<file path="src/rtl/spi_port_pkg.sv">
package spi_port_pkg;

    // Control byte, bit 0 is the master bit.
    typedef struct packed {
        logic bidir_drive;
        logic one_wire;
        logic stop_wait;
        logic lsb_first;
        logic ss_out_en;
        logic master;
    } spi_ctrl_t;

    localparam int CTRL_W = $bits(spi_ctrl_t);

    typedef enum logic [2:0] {
        SS_SLAVE_IN,
        SS_FAULT_IN,
        SS_GP_IN,
        SS_GP_OUT,
        SS_AUTO_OUT
    } ss_func_e;

    function automatic ss_func_e ss_decode(input logic master, input logic dir, input logic oe);
        if (!master) return SS_SLAVE_IN;
        case ({dir, oe})
            2'b00:   return SS_FAULT_IN;
            2'b01:   return SS_GP_IN;
            2'b10:   return SS_GP_OUT;
            default: return SS_AUTO_OUT;
        endcase
    endfunction

endpackage

</file>
<file path="src/rtl/spi_sync2.sv">
module spi_sync2 #(
    parameter int W = 4,
    parameter logic [W-1:0] RST_VAL = '0
) (
    input  logic         clk,
    input  logic         rst,
    input  logic [W-1:0] d,
    output logic [W-1:0] q
);
    logic [W-1:0] s1_q;

    always_ff @(posedge clk) begin
        if (rst) begin
            s1_q <= RST_VAL;
            q    <= RST_VAL;
        end else begin
            s1_q <= d;
            q    <= s1_q;
        end
    end
endmodule

</file>
<file path="src/rtl/spi_ctl_regs.sv">
module spi_ctl_regs
    import spi_port_pkg::*;
(
    input  logic      clk,
    input  logic      rst,
    input  logic      ctrl_we,
    input  spi_ctrl_t ctrl_wdata,
    input  logic      fault_req,
    output spi_ctrl_t ctrl_q,
    output logic      fault_q
);
    always_ff @(posedge clk) begin
        if (rst) begin
            ctrl_q  <= '0;
            fault_q <= 1'b0;
        end else if (fault_req) begin
            ctrl_q.master <= 1'b0;
            fault_q       <= 1'b1;
        end else if (ctrl_we) begin
            ctrl_q  <= ctrl_wdata;
            fault_q <= 1'b0;
        end
    end
endmodule

</file>
<file path="src/rtl/spi_ss_sel.sv">
module spi_ss_sel
    import spi_port_pkg::*;
(
    input  logic master,
    input  logic ss_out_en,
    input  logic ss_dir,
    input  logic ss_s,
    input  logic m_busy,
    output logic fault_req,
    output logic ss_o,
    output logic ss_oe,
    output logic ss_gp
);
    ss_func_e func;

    always_comb begin
        func      = ss_decode(master, ss_dir, ss_out_en);
        ss_oe     = (func == SS_AUTO_OUT);
        ss_gp     = (func == SS_GP_IN) || (func == SS_GP_OUT);
        fault_req = (func == SS_FAULT_IN) && !ss_s;
        ss_o      = !m_busy;
    end
endmodule

</file>
<file path="src/rtl/spi_shift_eng.sv">
module spi_shift_eng #(
    parameter int DATA_W   = 8,
    parameter int HALF_CYC = 4
) (
    input  logic              clk,
    input  logic              rst,
    input  logic              is_master,
    input  logic              lsb_first,
    input  logic              clk_run,
    input  logic              load,
    input  logic [DATA_W-1:0] load_data,
    input  logic              sck_s,
    input  logic              ss_s,
    input  logic              din_s,
    output logic              busy_o,
    output logic              sck_o,
    output logic              tx_bit_o,
    output logic [DATA_W-1:0] rx_data_o,
    output logic              done_o
);
    localparam int NEDGE = 2 * DATA_W;
    localparam int EW    = $clog2(NEDGE);
    localparam int BW    = $clog2(DATA_W);
    localparam int HW    = $clog2(HALF_CYC + 1);

    logic [DATA_W-1:0] sh_q;
    logic              rbit_q;
    logic [HW-1:0]     hc_q;
    logic [EW-1:0]     ec_q;
    logic [BW-1:0]     sc_q;
    logic              s_run_q;
    logic              sck_d_q;

    function automatic logic [DATA_W-1:0] shift_in(input logic [DATA_W-1:0] v,
                                                   input logic b, input logic lsb);
        return lsb ? {b, v[DATA_W-1:1]} : {v[DATA_W-2:0], b};
    endfunction

    logic edge_hit, s_rise, s_fall, load_ok;
    logic [DATA_W-1:0] sh_next;

    always_comb begin
        edge_hit = busy_o && clk_run && (hc_q == HW'(HALF_CYC - 1));
        s_rise   = !is_master && !ss_s && sck_s && !sck_d_q;
        s_fall   = !is_master && !ss_s && !sck_s && sck_d_q;
        load_ok  = load && (is_master ? !busy_o : !s_run_q);
        sh_next  = shift_in(sh_q, rbit_q, lsb_first);
        tx_bit_o = lsb_first ? sh_q[0] : sh_q[DATA_W-1];
    end

    always_ff @(posedge clk) begin
        if (rst) begin
            sh_q      <= '0;
            rbit_q    <= 1'b0;
            hc_q      <= '0;
            ec_q      <= '0;
            sc_q      <= '0;
            s_run_q   <= 1'b0;
            sck_d_q   <= 1'b0;
            busy_o    <= 1'b0;
            sck_o     <= 1'b0;
            rx_data_o <= '0;
            done_o    <= 1'b0;
        end else begin
            sck_d_q <= sck_s;
            if (load_ok) begin
                sh_q   <= load_data;
                done_o <= 1'b0;
                if (is_master) begin
                    busy_o <= 1'b1;
                    hc_q   <= '0;
                    ec_q   <= '0;
                    sck_o  <= 1'b0;
                end
            end else if (!is_master) begin
                busy_o <= 1'b0;
                sck_o  <= 1'b0;
                if (ss_s) begin
                    sc_q    <= '0;
                    s_run_q <= 1'b0;
                end else if (s_rise) begin
                    rbit_q  <= din_s;
                    s_run_q <= 1'b1;
                end else if (s_fall && s_run_q) begin
                    sh_q <= sh_next;
                    if (sc_q == BW'(DATA_W - 1)) begin
                        sc_q      <= '0;
                        s_run_q   <= 1'b0;
                        done_o    <= 1'b1;
                        rx_data_o <= sh_next;
                    end else begin
                        sc_q <= sc_q + 1'b1;
                    end
                end
            end else begin
                sc_q    <= '0;
                s_run_q <= 1'b0;
                if (edge_hit) begin
                    hc_q <= '0;
                    ec_q <= ec_q + 1'b1;
                    if (!ec_q[0]) begin
                        sck_o  <= 1'b1;
                        rbit_q <= din_s;
                    end else begin
                        sck_o <= 1'b0;
                        sh_q  <= sh_next;
                        if (ec_q == EW'(NEDGE - 1)) begin
                            busy_o    <= 1'b0;
                            done_o    <= 1'b1;
                            rx_data_o <= sh_next;
                            ec_q      <= '0;
                        end
                    end
                end else if (busy_o && clk_run) begin
                    hc_q <= hc_q + 1'b1;
                end
            end
        end
    end
endmodule

</file>
<file path="src/rtl/spi_port_ctl.sv">
module spi_port_ctl
    import spi_port_pkg::*;
#(
    parameter int DATA_W   = 8,
    parameter int HALF_CYC = 4
) (
    input  logic              clk,
    input  logic              rst,
    input  logic              reg_we,
    input  logic              reg_addr,
    input  logic [DATA_W-1:0] reg_wdata,
    output logic [DATA_W-1:0] reg_rdata,
    input  logic              ss_dir_i,
    input  logic              wait_i,
    input  logic              sck_i,
    output logic              sck_o,
    output logic              sck_oe_o,
    input  logic              mosi_i,
    output logic              mosi_o,
    output logic              mosi_oe_o,
    input  logic              miso_i,
    output logic              miso_o,
    output logic              miso_oe_o,
    input  logic              ss_i,
    output logic              ss_o,
    output logic              ss_oe_o,
    output logic              ss_gp_o,
    output logic              xfer_done_o,
    output logic              mode_fault_o
);
    localparam int PAD_N = 4;
    localparam int PAD_SS = 2;
    localparam logic [PAD_N-1:0] PAD_RST = PAD_N'(1) << PAD_SS;

    spi_ctrl_t         ctrl_q;
    logic              fault_req;
    logic [PAD_N-1:0]  pad_s;
    logic              sck_s, ss_s, mosi_s, miso_s;
    logic              m_busy, tx_bit, din_s, clk_run, pin_drive;
    logic [DATA_W-1:0] rx_data;

    spi_sync2 #(.W(PAD_N), .RST_VAL(PAD_RST)) sync_i (
        .clk (clk),
        .rst (rst),
        .d   ({sck_i, ss_i, mosi_i, miso_i}),
        .q   (pad_s)
    );
    assign {sck_s, ss_s, mosi_s, miso_s} = pad_s;

    spi_ctl_regs regs_i (
        .clk        (clk),
        .rst        (rst),
        .ctrl_we    (reg_we && !reg_addr),
        .ctrl_wdata (spi_ctrl_t'(reg_wdata[CTRL_W-1:0])),
        .fault_req  (fault_req),
        .ctrl_q     (ctrl_q),
        .fault_q    (mode_fault_o)
    );

    spi_ss_sel ss_i_sel (
        .master    (ctrl_q.master),
        .ss_out_en (ctrl_q.ss_out_en),
        .ss_dir    (ss_dir_i),
        .ss_s      (ss_s),
        .m_busy    (m_busy),
        .fault_req (fault_req),
        .ss_o      (ss_o),
        .ss_oe     (ss_oe_o),
        .ss_gp     (ss_gp_o)
    );

    always_comb begin
        clk_run   = !(ctrl_q.stop_wait && wait_i);
        pin_drive = !ctrl_q.one_wire || ctrl_q.bidir_drive;
        if (ctrl_q.master) din_s = ctrl_q.one_wire ? mosi_s : miso_s;
        else               din_s = ctrl_q.one_wire ? miso_s : mosi_s;
    end

    spi_shift_eng #(.DATA_W(DATA_W), .HALF_CYC(HALF_CYC)) eng_i (
        .clk       (clk),
        .rst       (rst),
        .is_master (ctrl_q.master),
        .lsb_first (ctrl_q.lsb_first),
        .clk_run   (clk_run),
        .load      (reg_we && reg_addr),
        .load_data (reg_wdata),
        .sck_s     (sck_s),
        .ss_s      (ss_s),
        .din_s     (din_s),
        .busy_o    (m_busy),
        .sck_o     (sck_o),
        .tx_bit_o  (tx_bit),
        .rx_data_o (rx_data),
        .done_o    (xfer_done_o)
    );

    always_comb begin
        sck_oe_o  = ctrl_q.master;
        mosi_o    = tx_bit;
        mosi_oe_o = ctrl_q.master && pin_drive;
        miso_o    = tx_bit;
        miso_oe_o = !ctrl_q.master && !ss_s && pin_drive;
        reg_rdata = reg_addr ? rx_data : {{(DATA_W - CTRL_W){1'b0}}, ctrl_q};
    end
endmodule

</file>
<file path="config.mk">
export PLATFORM = sky130hd
export DESIGN_NAME = spi_port_ctl
export DESIGN_NICKNAME = d
export VERILOG_FILES = /design/src/rtl/spi_port_pkg.sv /design/src/rtl/spi_sync2.sv /design/src/rtl/spi_ctl_regs.sv /design/src/rtl/spi_ss_sel.sv /design/src/rtl/spi_shift_eng.sv /design/src/rtl/spi_port_ctl.sv
export SDC_FILE = /design/constraint.sdc
export NUM_CORES = 1
export LEC_CHECK = 0
export BUFFER_PORTS_ARGS = -buffer_cell sky130_fd_sc_hd__buf_2
export CAP_MARGIN = 20
export CORE_UTILIZATION = 53
export DETAILED_ROUTE_END_ITERATION = 7
export PLACE_DENSITY_LB_ADDON = 0.1
export SETUP_SLACK_MARGIN = 0.1
export SLEW_MARGIN = 40
export SYNTH_ARGS = -nofsm -noshare
export SYNTH_HDL_FRONTEND = slang
export SYNTH_SLANG_ARGS = --single-unit
export TNS_END_PERCENT = 30
</file>
<file path="constraint.sdc">
create_clock -name clk -period 2.4 [get_ports clk]
set_clock_uncertainty 0.2 [all_clocks]
set_input_delay 0.12 -clock clk [delete_from_list [all_inputs] [get_ports clk]]
set_output_delay 0.12 -clock clk [all_outputs]
set_load 0.02 [all_outputs]
</file>
==> results of run 1 <==
per-layer routing:
metal / up-vias / GRT usage
li1: 1023 / -
met4: 0 / 0.0791
met5: - / 0
met2: 66 / 0.379
met1: 904 / 0.354
met3: 7 / 0.0395
worst reg2reg max path, cell delays in order, from the launching register on:
cell and delay [ns]:
dfxtp_1 0.54, and2_4 0.25, nor2_2 0.15, o31ai_4 0.59, mux2i_1 0.25
timing repair:
action                                  4_1_cts  5_1_grt
hold buffers                                 10        0
buffers inserted                              0        0
endpoints found under the setup margin        0        0
hold endpoints to repair                     10        0
kinds of logic (layout without fill, tap and decap cells):
group,after synthesis,in the layout,share of synthesized area
mux,36,36,0.155
compound gates,48,48,0.155
simple gates,102,102,0.216
xor+xnor,1,1,0.00370
flops,47,47,0.397
buf+inv,24,67,0.0465
fa+ha+maj,5,5,0.0264
layout make-up:
cell class              instances  area, µm²  area share
flip-flops and latches         47        941       0.341
clock buffers                   5       68.8      0.0249
well taps                      50       62.6      0.0227
inverters                       7       26.3     0.00952
multi-input cells             192       1320       0.477
repair buffers                 52        325       0.118
clock inverters                 3       20.0     0.00725
placed cells by master, fill, tap and decap left out, types with 2 or more instances in the layout:
master	n
nor3b_1	2
inv_1	6
buf_2	36
o32ai_1	2
clkbuf_8	5
dlygate4sd3_1	10
nand4_1	2
a221o_1	8
nor2b_1	11
a22oi_1	4
dfxtp_1	47
or3_1	10
mux2i_1	30
buf_4	6
a21oi_1	9
o21ai_0	9
nor2_1	28
and3_1	2
nor3_1	3
a31oi_1	2
nand2_1	27
or2_2	4
ha_1	5
clkinvlp_4	2
mux2_2	6
and2_1	2
o21a_1	3
sequential cells by signal, indices dropped and copies added, names as in the netlist:
name / flops
eng_i.rx_data_o: 8
eng_i.sh_q: 8
regs_i.ctrl_q: 6
eng_i.ec_q: 4
sync_i.q: 4
sync_i.s1_q: 4
eng_i.hc_q: 3
eng_i.sc_q: 3
eng_i.busy_o: 1
eng_i.done_o: 1
eng_i.rbit_q: 1
eng_i.s_run_q: 1
eng_i.sck_d_q: 1
eng_i.sck_o: 1
regs_i.fault_q: 1
worst paths after layout:
kind                    startpoint            end  slack, ns  cells past startpoint
setup / recovery  regs_i.ctrl_q[0]  eng_i.sh_q[3]       0.35                      4
setup reg to reg  regs_i.ctrl_q[0]  eng_i.sh_q[3]       0.35                      4
hold / removal        reg_wdata[7]  eng_i.sh_q[7]       0.05                      4
hold reg to reg     sync_i.s1_q[2]    sync_i.q[2]       0.23                      1
stage by stage:
step	area, µm²	setup WS, ns
floorplan	2370	0.496
global placement	2570	0.389
detailed placement	2570	0.382
CTS	2760	0.345
global route	2760	0.207
finish	2760	0.348
power groups by stage:
stage | clock network (mW) | registers [mW] | logic (mW)
6_report | 0.480 | 0.818 | 0.180
4_1_cts | 0.489 | 0.817 | 0.178
3_3_place_gp | 0 | 0.835 | 0.164
5_1_grt | 0.516 | 0.821 | 0.195
3_5_place_dp | 0 | 0.836 | 0.165
2_1_floorplan | 0 | 0.828 | 0.121
==> flow_summary.ini, run 1 <==
[layout]
stdcell_count = 356
drive_gt1_frac = 0.212
antennaDiodeCount = 0
syn2layout_area_growth_pct = 16.6
fin_nets = 328
fill_cells = 356
fin_util = 0.666

[clocking]
cts.path.max_buffers = 2
cts_tree = built
clkSlewWorstSetupHoldPaths_ns = 0.09
insertion_delay_ns = 0.30
cts_max_level = 2
cts.sink_count = 47
numCtsBuffers = 5
cts_root_buf = clkbuf_8
cts_resized = 0

[routing]
routed_wl_um = 5400
highest_layer = met4
ant_nets = 0
first_pass_iters = 4
met1_length_um = 2720
wl_met2_um = 2330
route.met3.wl_um = 275
drtIter0Drc = 140
via_per_inst = 5.62
num_vias = 2000
route.detailed.drc = 0
wl_per_cell_um = 15.2

[floorplanning]
die_x_um = 68.9
fp-row-count = 23
die_area_mm2 = 0.00474
fp.dieH_um = 68.9
core_area_mm2 = 0.00414
start_util = 0.572
io_pins = 37

[pwr]
pwr-share-comb = 0.122
power_frac_seq = 0.554
p_leak_nw = 1.20
p_total_mw = 1.48
switching_share = 0.267
power.internal_mw = 1.08
pwr-share-clk = 0.325
p_sw_mw = 0.395
power.density_mw_per_mm2 = 535
ir_drop_mv = 0.404

[global_route]
grt_pass1_wl_um = 8540
grt_pass1_vias = 1776
antenna_found_initial = 0
track_usage = 0.248
grt_start_max_net_pins = 29
grt.overflow.total = 0

[timing]
tightest_slew_ns = 0.751
post-route-min-period_ns = 2.05
timing.final.crit_share = 0.855
maxSlewHeadroom = 0.499
rsz0062_at_grt = no
drv_slew = 0
fmax_mhz = 487
finalHoldViolations = 0
holdWs_ns = 0.0505
setup_violations = 0
tns_ns = 0

[yosys]
ys_ff_latch = 47
synth_common_cells = dfxtp_1, mux2i_1, nor2_1
synth_cell_types = 52
synthTopCellsByArea = dfxtp_1, mux2i_1, nor2_1
ys_seq_area_frac = 0.397
syn_area_mm2 = 0.00237
synth_edf_count = 0
yosysMostFrequentCell = dfxtp_1
yosysWarnings = 0
synth-main-ff-cell = dfxtp_1
synth_top_area_share = 0.397
synthArstFlopShare = 0
synth_cells = 263
avgSynthCellArea_um2 = 9.01
syn_nets = 286
synth.largest_area_cell = dfxtp_1

[critical_path]
arrival_ns = 2.08
critPathLaunchType = flip-flop
end_kind = flip-flop
max_stage_delay_ns = 0.59
crit_buf_inv = 0
cp_max_fo = 16
crit_slowest_cell = o31ai_4
path_class = flip-flop to flip-flop
worstPathRequired_ns = 2.43
critical-path-top-delay-family = compound AO/OA/AOI/OAI gates
crit_path_cell_trace = and2_4 -> nor2_2 -> o31ai_4 -> mux2i_1

[flow_run]
drv_cap = 0

[worst_hold_path]
hp-class = input port to flip-flop

[placed_design]
routabilityCongestion = 0.816
placedCellCount = 338
hpwl_um = 3680
port-buffer-count = 36

[outcome]
status = finished clean
No activity file was read; power rests on OpenSTA's default activity.
==> run 2: changes to the inputs <==
--- a/config.mk
+++ b/config.mk
@@ -7,9 +7,10 @@
 export LEC_CHECK = 0
 export BUFFER_PORTS_ARGS = -buffer_cell sky130_fd_sc_hd__buf_2
 export CAP_MARGIN = 20
-export CORE_UTILIZATION = 53
+export CORE_UTILIZATION = 55
 export DETAILED_ROUTE_END_ITERATION = 7
 export PLACE_DENSITY_LB_ADDON = 0.1
+export REMOVE_ABC_BUFFERS = 1
 export SETUP_SLACK_MARGIN = 0.1
 export SLEW_MARGIN = 40
 export SYNTH_ARGS = -nofsm -noshare
==> run 2 against run 1 <==
Net effect:
- sequential power hardly changed
- first-iteration DRC count is 41% lower
- worst hold slack worse by 0.0083 ns
- register-to-register slack better by 0.03 ns
- core utilization is 2.5 points higher
- global-route usage is 1.5 points higher
- sequential cell count stayed put
- non-clock buffer count is 4 higher
- critical path type unchanged
- largest power group unchanged
- highest routed layer unchanged
==> flow_summary.ini, run 2 (synthesis gave the netlist of run 1 again) <==
[layout]
antennaDiodeCount = 0
drive_gt1_frac = 0.217
final_cell_mix = dfxtp_1, buf_2, mux2i_1
fin_area_mm2 = 0.00281
fin_util = 0.691
largestRegisters = eng_i.rx_data_o (8), eng_i.sh_q (8), regs_i.ctrl_q (6)
syn2layout_area_growth_pct = 18.4
final_common_cell = dfxtp_1
fin_nets = 332

[critical_path]
crit_start = regs_i.ctrl_q[0]
worstReg2RegEnd = eng_i.sh_q[5]
critPathLaunchType = flip-flop
setup.worst_path.end = eng_i.sh_q[5]
max_stage_delay_ns = 0.54
end_kind = flip-flop
crit_slowest_cell = o31ai_4
cp_num_cells = 5
critical-path-top-delay-family = compound AO/OA/AOI/OAI gates
reg2reg_from = regs_i.ctrl_q[0]
cp_max_fo = 9
path_class = flip-flop to flip-flop
crit_buf_inv = 1
worstPathRequired_ns = 2.44
crit_path_cell_trace = and2_4 -> nor2_2 -> buf_4 -> o31ai_4 -> mux2i_1
reg2reg_slack_ns = 0.38
arrival_ns = 2.06
worstRegToRegCells = 5

[global_route]
grt_pass1_wl_um = 8540
grt.overflow.total = 0
antenna_found_initial = 0
track_usage = 0.263
grt_start_max_net_pins = 25
grt_pass1_vias = 1806

[clocking]
cts_root_buf = clkbuf_8
cts_tree = built
numCtsBuffers = 5
cts.sink_count = 47
insertion_delay_ns = 0.30
cts_hold_buf = 10
clkSlewWorstSetupHoldPaths_ns = 0.08
cts_resized = 0
cts_max_level = 2
cts_setup_buffers = 0
cts.path.max_buffers = 2

[timing]
post-route-min-period_ns = 2.02
maxSlewHeadroom = 0.543
tns_ns = 0
fmax_mhz = 495
rsz0062_at_grt = no
tightest_slew_ns = 0.685
setup_ws_ns = 0.380
timing.final.crit_share = 0.842
setup_violations = 0
drv_slew = 0
finalHoldViolations = 0

[placed_design]
place_area_mm2 = 0.00260
routabilityCongestion = 0.878
port-buffer-count = 36
dp_slack_ns = 0.398
hpwl_um = 3820

[floorplanning]
fp.dieH_um = 67.6
fp-row-count = 23
die_x_um = 67.6
io_pins = 37
core_area_mm2 = 0.00406
die_area_mm2 = 0.00457
start_util = 0.584

[routing]
routed_wl_um = 5360
ant_nets = 0
drtIter0Drc = 83
route.detailed.drc = 0
num_vias = 2055
first_pass_iters = 4
wl_per_cell_um = 14.9
via_per_inst = 5.72

[pwr]
power.density_mw_per_mm2 = 555
ir_drop_mv = 0.362
p_leak_nw = 1.23

[outcome]
status = finished clean

[worst_hold_path]
hp-class = input port to flip-flop

[flow_run]
drv_cap = 0
run 2: worst min path at each step:
stage / start / endpoint / slack [ns] / cells after the start
floorplan: rst / eng_i.ec_q[0] / -0.01 / 1
global placement: ss_i / sync_i.s1_q[2] / 0.11 / 2
detailed placement: ss_i / sync_i.s1_q[2] / 0.11 / 2
CTS: rst / regs_i.ctrl_q[3] / 0.03 / 2
global route: rst / eng_i.sc_q[2] / 0.04 / 2
finish: rst / regs_i.ctrl_q[3] / 0.04 / 2
run 2: report_power, final:
part           total [mW]  switching, mW  internal [mW]
clock               0.556          0.251          0.305
combinational       0.184         0.0999         0.0844
sequential          0.816         0.0179          0.799
run 2: final cells by class:
type	instances	area (µm²)
flip-flops and latches	47	941
fillers	343	1250
inverters	7	26.3
repair buffers	56	355
clock inverters	1	30.0
multi-input cells	192	1320
well taps	50	62.6
clock buffers	6	72.6
run 2: layer usage:
layer,GRT usage,up-vias,part of all wire
met4,0.130,0,0.024
met1,0.338,943,0.48
met5,0,-,0
met3,0.0794,12,0.043
li1,-,1041,-
met2,0.395,59,0.46
run 2: metrics by stage:
step | instances | hold slack, ns | total power, mW
CTS | 359 | 0.0287 | 1.57
detailed placement | 342 | 0.107 | 1.01
finish | 359 | 0.0422 | 1.56
global placement | 342 | 0.106 | 1.00
floorplan | 246 | -0.0109 | 0.932
global route | 359 | 0.0408 | 1.62
